===== src/rtl/poly_decim_pkg.sv =====
// Shared helpers for the polyphase decimator.
// Assumes phases are numbered 0..decim-1 in arrival order within a block.
package poly_decim_pkg;

    // Tap index used by multiplier slot 'slot' while serving phase 'phase'.
    // A sample at block position p lies (decim-1-p) samples before the block's
    // output instant; each later slot reaches back one more whole block.
    function automatic int coef_index(input int phase, input int slot, input int decim);
        return (decim - 1 - phase) + slot * decim;
    endfunction

endpackage


===== src/rtl/poly_decim_phase.sv =====
// Phase counter: counts accepted samples modulo DECIM.
// Assumes adv is high only in cycles that carry a sample.
module poly_decim_phase #(
    parameter int DECIM = 4,
    localparam int PH_W = (DECIM > 1) ? $clog2(DECIM) : 1
) (
    input  logic            clk,
    input  logic            rst_n,
    input  logic            adv,
    output logic [PH_W-1:0] phase,
    output logic            first,
    output logic            last
);

    assign first = (phase == '0);
    assign last  = (phase == PH_W'(DECIM - 1));

    // Step the phase on each accepted sample, wrapping after the block's last one.
    always_ff @(posedge clk) begin
        if (!rst_n)
            phase <= '0;
        else if (adv)
            phase <= last ? '0 : phase + 1'b1;
    end

endmodule


===== src/rtl/poly_decim_tapline.sv =====
// Sample history: a shift register of past inputs, tapped every DECIM samples.
// taps[0] is the sample being accepted now; taps[j] is the one j*DECIM earlier.
// Assumes SLOTS >= 1; the history shifts only on accepted samples.
module poly_decim_tapline #(
    parameter int DATA_W = 16,
    parameter int DECIM  = 4,
    parameter int SLOTS  = 4
) (
    input  logic                     clk,
    input  logic                     rst_n,
    input  logic                     shift,
    input  logic signed [DATA_W-1:0] din,
    output logic signed [DATA_W-1:0] taps [SLOTS]
);

    localparam int LEN = (SLOTS - 1) * DECIM;

    assign taps[0] = din;

    generate
        if (LEN > 0) begin : g_hist
            logic signed [DATA_W-1:0] hist [LEN];

            // Push the accepted sample in and age the others by one.
            always_ff @(posedge clk) begin
                if (!rst_n) begin
                    for (int i = 0; i < LEN; i++) hist[i] <= '0;
                end else if (shift) begin
                    hist[0] <= din;
                    for (int i = 1; i < LEN; i++) hist[i] <= hist[i-1];
                end
            end

            for (genvar j = 1; j < SLOTS; j++) begin : g_tap
                assign taps[j] = hist[j*DECIM - 1];
            end
        end
    endgenerate

endmodule


===== src/rtl/poly_decim_mac.sv =====
// Multiplier bank: SLOTS signed products with per-phase coefficient selection,
// summed into one full-precision partial result. Purely combinational.
// Assumes COEFS packs tap k at bits [k*COEF_W +: COEF_W].
module poly_decim_mac
    import poly_decim_pkg::*;
#(
    parameter int DATA_W = 16,
    parameter int COEF_W = 16,
    parameter int DECIM  = 4,
    parameter int SLOTS  = 4,
    parameter int ACC_W  = 36,
    parameter logic [SLOTS*DECIM*COEF_W-1:0] COEFS = '0,
    localparam int PH_W   = (DECIM > 1) ? $clog2(DECIM) : 1,
    localparam int PROD_W = DATA_W + COEF_W
) (
    input  logic        [PH_W-1:0]   phase,
    input  logic signed [DATA_W-1:0] taps [SLOTS],
    output logic signed [ACC_W-1:0]  partial
);

    logic signed [PROD_W-1:0] prod [SLOTS];

    generate
        for (genvar j = 0; j < SLOTS; j++) begin : g_slot
            logic signed [COEF_W-1:0] coef;

            // Pick this slot's coefficient for the current phase.
            always_comb coef = COEFS[coef_index(int'(phase), j, DECIM)*COEF_W +: COEF_W];

            assign prod[j] = coef * taps[j];
        end
    endgenerate

    // Add the sign-extended products of all slots.
    always_comb begin
        partial = '0;
        for (int j = 0; j < SLOTS; j++) partial = partial + ACC_W'(prod[j]);
    end

endmodule


===== src/rtl/poly_decim_acc.sv =====
// Block accumulator with output stage: loads on a block's first sample, adds on
// the rest, and on the last sample rounds (half toward +inf) and saturates the total.
// Assumes FRAC >= 1 and ACC_W large enough for the full tap count.
module poly_decim_acc #(
    parameter int DATA_W = 16,
    parameter int ACC_W  = 36,
    parameter int FRAC   = 15
) (
    input  logic                     clk,
    input  logic                     rst_n,
    input  logic                     accept,
    input  logic                     first,
    input  logic                     last,
    input  logic signed [ACC_W-1:0]  partial,
    output logic signed [ACC_W-1:0]  acc_q,
    output logic                     out_valid,
    output logic signed [DATA_W-1:0] out_data
);

    localparam logic signed [ACC_W:0] HALF = (ACC_W+1)'(1) <<< (FRAC - 1);
    localparam logic signed [ACC_W:0] MAXV = (ACC_W+1)'(2**(DATA_W-1) - 1);
    localparam logic signed [ACC_W:0] MINV = -(ACC_W+1)'(2**(DATA_W-1));

    logic signed [ACC_W-1:0]  total;
    logic signed [ACC_W:0]    biased;
    logic signed [ACC_W:0]    shifted;
    logic signed [DATA_W-1:0] sat;

    // Running block sum including the sample being accepted.
    always_comb total = first ? partial : acc_q + partial;

    // Round to nearest and clamp to the output range.
    always_comb begin
        biased  = {total[ACC_W-1], total} + HALF;
        shifted = biased >>> FRAC;
        if (shifted > MAXV)
            sat = MAXV[DATA_W-1:0];
        else if (shifted < MINV)
            sat = MINV[DATA_W-1:0];
        else
            sat = shifted[DATA_W-1:0];
    end

    // Update the accumulator per sample and release the result at block end.
    always_ff @(posedge clk) begin
        if (!rst_n) begin
            acc_q     <= '0;
            out_valid <= 1'b0;
            out_data  <= '0;
        end else begin
            out_valid <= accept && last;
            if (accept)
                acc_q <= total;
            if (accept && last)
                out_data <= sat;
        end
    end

endmodule


===== src/rtl/poly_decim.sv =====
// Polyphase FIR decimator top: one output per DECIM accepted inputs, equal to
// the full-rate FIR sampled on each block's last input.
// Assumes TAPS is a multiple of DECIM and coefficients are signed Q1.(COEF_W-1).
module poly_decim #(
    parameter int DATA_W = 16,
    parameter int COEF_W = 16,
    parameter int DECIM  = 4,
    parameter int TAPS   = 16,
    parameter logic [TAPS*COEF_W-1:0] COEFS = {
        16'hFF00, 16'hFE00, 16'h0000, 16'h0600, 16'h0E00, 16'h1800, 16'h2000, 16'h2400,
        16'h2400, 16'h2000, 16'h1800, 16'h0E00, 16'h0600, 16'h0000, 16'hFE00, 16'hFF00
    },
    localparam int SLOTS = TAPS / DECIM,
    localparam int PH_W  = (DECIM > 1) ? $clog2(DECIM) : 1,
    localparam int ACC_W = DATA_W + COEF_W + $clog2(TAPS)
) (
    input  logic                     clk,
    input  logic                     rst_n,
    input  logic                     in_valid,
    input  logic signed [DATA_W-1:0] in_data,
    output logic                     out_valid,
    output logic signed [DATA_W-1:0] out_data
);

    logic [PH_W-1:0]          phase_q;
    logic                     blk_first;
    logic                     blk_last;
    logic signed [DATA_W-1:0] taps [SLOTS];
    logic signed [ACC_W-1:0]  partial;
    logic signed [ACC_W-1:0]  acc_q;

    poly_decim_phase #(.DECIM(DECIM)) u_phase (
        .clk   (clk),
        .rst_n (rst_n),
        .adv   (in_valid),
        .phase (phase_q),
        .first (blk_first),
        .last  (blk_last)
    );

    poly_decim_tapline #(.DATA_W(DATA_W), .DECIM(DECIM), .SLOTS(SLOTS)) u_line (
        .clk   (clk),
        .rst_n (rst_n),
        .shift (in_valid),
        .din   (in_data),
        .taps  (taps)
    );

    poly_decim_mac #(
        .DATA_W (DATA_W),
        .COEF_W (COEF_W),
        .DECIM  (DECIM),
        .SLOTS  (SLOTS),
        .ACC_W  (ACC_W),
        .COEFS  (COEFS)
    ) u_mac (
        .phase   (phase_q),
        .taps    (taps),
        .partial (partial)
    );

    poly_decim_acc #(.DATA_W(DATA_W), .ACC_W(ACC_W), .FRAC(COEF_W - 1)) u_acc (
        .clk       (clk),
        .rst_n     (rst_n),
        .accept    (in_valid),
        .first     (blk_first),
        .last      (blk_last),
        .partial   (partial),
        .acc_q     (acc_q),
        .out_valid (out_valid),
        .out_data  (out_data)
    );

endmodule


===== config.mk =====
export PLATFORM = sky130hd
export DESIGN_NAME = poly_decim
export DESIGN_NICKNAME = d
export VERILOG_FILES = /design/src/rtl/poly_decim_pkg.sv /design/src/rtl/poly_decim_phase.sv /design/src/rtl/poly_decim_tapline.sv /design/src/rtl/poly_decim_mac.sv /design/src/rtl/poly_decim_acc.sv /design/src/rtl/poly_decim.sv
export SDC_FILE = /design/constraint.sdc
export NUM_CORES = 1
export LEC_CHECK = 0
export BUFFER_PORTS_ARGS = -buffer_cell sky130_fd_sc_hd__buf_2
export CORE_MARGIN = 3
export CORE_UTILIZATION = 51
export DETAILED_ROUTE_END_ITERATION = 10
export PLACE_DENSITY = 0.68
export SYNTH_ARGS = -nofsm -noshare
export SYNTH_HDL_FRONTEND = slang
export SYNTH_HIERARCHICAL = 1
export SYNTH_SLANG_ARGS = --single-unit
export TNS_END_PERCENT = 50

===== constraint.sdc =====
create_clock -name clk -period 19.7 [get_ports clk]
set_clock_uncertainty 0.15 [all_clocks]
set_input_delay 0.985 -clock clk [delete_from_list [all_inputs] [get_ports clk]]
set_output_delay 0.985 -clock clk [all_outputs]
set_load 0.1 [all_outputs]

==> impl_metrics.toml <==
[worst_setup_path]
max_stage_delay_ns = 0.75
path_max_fanout = 76
endpoint_kind = "register"
crit_path_start_kind = "register"
worstPathRequired_ns = 19.93
reg2reg_slack_ns = 5.97
critical_path_class = "register to register"
cpMostUsedCell = "fa_1"
cpMaxStageDelayCell = "ha_1"
arrival_ns = 13.96

[placed_design]
gp_congestion = 0.946
io_buffers = 35
dp_hpwl_um = 59500

[layout]
fin_nets = 3658
fill_cells = 5217
final_layout_size_suffix_gt1_share_pct = 5.02
syn_to_final_growth_pct = 3.96
regArea_sq_um = 6870
multi_input_area_sq_um = 20300

[logic_synthesis]
synth.distinct_cells = 87
synth_edf_count = 192
synthFlopType = "edfxtp_1"
async_reset_ff_share_pct = 0
synth.ff_latch_count = 247
seq_area_frac_synth_pct = 22.5
syn_avg_cell_area_sq_um = 10.3
yosys_warnings = 6
synthCells = 2951
syn_area_sq_um = 30500

[flow_run]
drv_cap = 0

[global_route]
antenna_found_initial = 4
grt_overflow = 0
grt_use_total_pct = 24.5
grt_pass1_vias = 21303
grt_start_max_net_pins = 97
grt_pass1_wl_um = 119000

[sta]
hold_slack_ns = 0.332
rsz0062_at_grt = "false"
tightest_slew_ns = 1.22
finalMaxSlewViolations = 0
fin_crit_sh_pct = 69.7
setup-tns-final_ns = 0
fin_crit_ns = 13.73
final-setup-viol-count = 0
relSlewSlack_pct = 18.6
finalHoldViolCount = 0
clock.fmax_mhz = 72.8

[cts]
cts_hold_buf = 0
cts_resized = 0
clockBufferDepth = 3
cts_buffers = 29
clock_sinks = 247
cts_setup_buffers = 0
clkLatencyLatePin_ns = 0.58
cts_tree = "done"
root_buffer = "clkbuf_16"
cts.htree.levels = 1
path_clk_slew_ns = 0.07

[drt]
postRouteAntennaNets = 0
via_per_inst = 5.40
drtIter0Drc = 1215
drt-pass1-iter-count = 8
drt-total-wl_um = 73700
wl_per_cell_um = 20.1
drc_errors = 0
vias = 19790

[hold_path]
min_path_type = "register to register"

[die]
io_pins = 36
die_h_um = 251
core_area_sq_um = 59100
start_util_pct = 51.6
die_w_um = 251
num_rows = 89
dieArea_sq_um = 62800

[run_status]
run_status = "completed"
==> per-layer routing <==
metal / part of all wire [%] / routed length, um / track usage (%)
met1: 44 / 32700 / 34.0
met2: 47 / 34700 / 39.8
met3: 5.0 / 3670 / 3.89
met4: 3.5 / 2560 / 7.48
met5: 0 / 0 / 0
==> cell type report <==
type | instances | area share, %
clock buffer | 32 | 2.32
clock inverter | 22 | 0.706
tap | 773 | 3.05
inverter | 605 | 7.16
sequential | 247 | 21.7
multi-input combinational | 1931 | 64.1
antenna | 3 | 0.0237
timing repair buffer | 52 | 0.995
==> cells in the mapped netlist, drive strengths merged, types with 3 or more instances <==
cell type	count	area, sq um
xor2	19	166
fa	454	9090
nor2	67	251
or3	3	18.8
xnor2	45	394
a2111o	3	33.8
nor2b	79	494
nor4	6	52.6
a211oi	10	80.1
o22ai	5	37.5
nor3	20	116
and2	141	882
a211o	5	45.0
inv	604	2270
and3	170	1060
o21ai	68	352
a221oi	3	26.3
edfxtp	192	5770
a41oi	15	206
o21a	13	97.6
a21boi	7	52.6
nand3	18	90.1
dfxtp	55	1100
o211ai	23	183
o211a	23	230
a21o	19	143
o31a	3	26.3
nand2b	35	219
a2111oi	3	45.1
buf	107	806
mux2i	17	170
or2	3	18.8
o21bai	7	52.6
and4	5	46.3
a31oi	12	81.3
ha	319	3990
nand2	180	678
nand4	10	62.6
a21oi	81	424
o311a	3	30.0
clkbuf	68	277
==> sequential cells by signal (all words and copies together) (netlist names) <==
| register | flops |
|---|---|
| u_phase/phase | 2 |
| u_line/g_hist.hist | 192 |
| u_acc/acc_q | 36 |
| u_acc/out_data | 16 |
| u_acc/out_valid | 1 |
==> worst paths after layout <==
path / startpoint / to / cells past startpoint
setup / recovery: u_phase/phase[1] / u_acc/out_data[4] / 40
hold reg to reg: u_acc/acc_q[32] / u_acc/acc_q[32] / 1
setup reg to reg: u_phase/phase[1] / u_acc/out_data[4] / 40
hold / removal: u_acc/acc_q[32] / u_acc/acc_q[32] / 1
==> stage by stage <==
stage,instance area [sq um],worst slack (ns),utilization [%],std cells
after floorplan,30500,7.53,-,2958
after global placement,30700,6.34,52.0,3608
after detailed placement,30700,6.04,52.0,3608
after CTS,31700,6.03,53.6,3662
after global routing,31700,5.08,53.6,3662
final,31700,5.97,53.6,3665
==> cells in the final DEF (no fill, tap or decap), types with 10 or more instances in the layout <==
| cell | n |
|---|---|
| clkbuf_16 | 29 |
| edfxtp_1 | 192 |
| nor2b_1 | 79 |
| a21oi_1 | 76 |
| a41oi_2 | 10 |
| nand4_1 | 10 |
| and2_1 | 140 |
| o211a_1 | 23 |
| xor2_1 | 19 |
| buf_4 | 17 |
| inv_1 | 604 |
| buf_2 | 33 |
| nand2b_1 | 34 |
| ha_1 | 318 |
| o211ai_1 | 21 |
| a21o_1 | 19 |
| o21a_1 | 13 |
| o21ai_0 | 57 |
| mux2i_1 | 17 |
| nor2_1 | 67 |
| dfxtp_1 | 54 |
| nor3_1 | 18 |
| and3_1 | 170 |
| nand3_1 | 18 |
| a31oi_1 | 11 |
| fa_1 | 454 |
| nand2_1 | 179 |
| xnor2_1 | 45 |
==> cell families after synthesis <==
| group | Yosys count | share of synthesized area, % |
|---|---|---|
| AO/OA/AOI/OAI | 319 | 7.66 |
| adder cells (fa/ha/maj) | 773 | 42.9 |
| XOR/XNOR | 64 | 1.84 |
| flip-flops | 247 | 22.5 |
| multiplexers | 19 | 0.632 |
| other | 1 | 0.0123 |
| buffers and inverters | 780 | 11.0 |
| AND/OR/NAND/NOR | 748 | 13.5 |
==> critical path, delay by kind of cell, from the launching register on <==
family,cells,cell delay [ns]
AO/OA/AOI/OAI,11,3.17
adder cells (fa/ha/maj),13,6.59
buffers and inverters,7,1.03
flip-flops,1,0.33
multiplexers,1,0.22
AND/OR/NAND/NOR,8,2.02
Power is left out: the tool's default activity adds up to more than one toggle a clock period on the data nets, which glitch-free logic cannot reach.
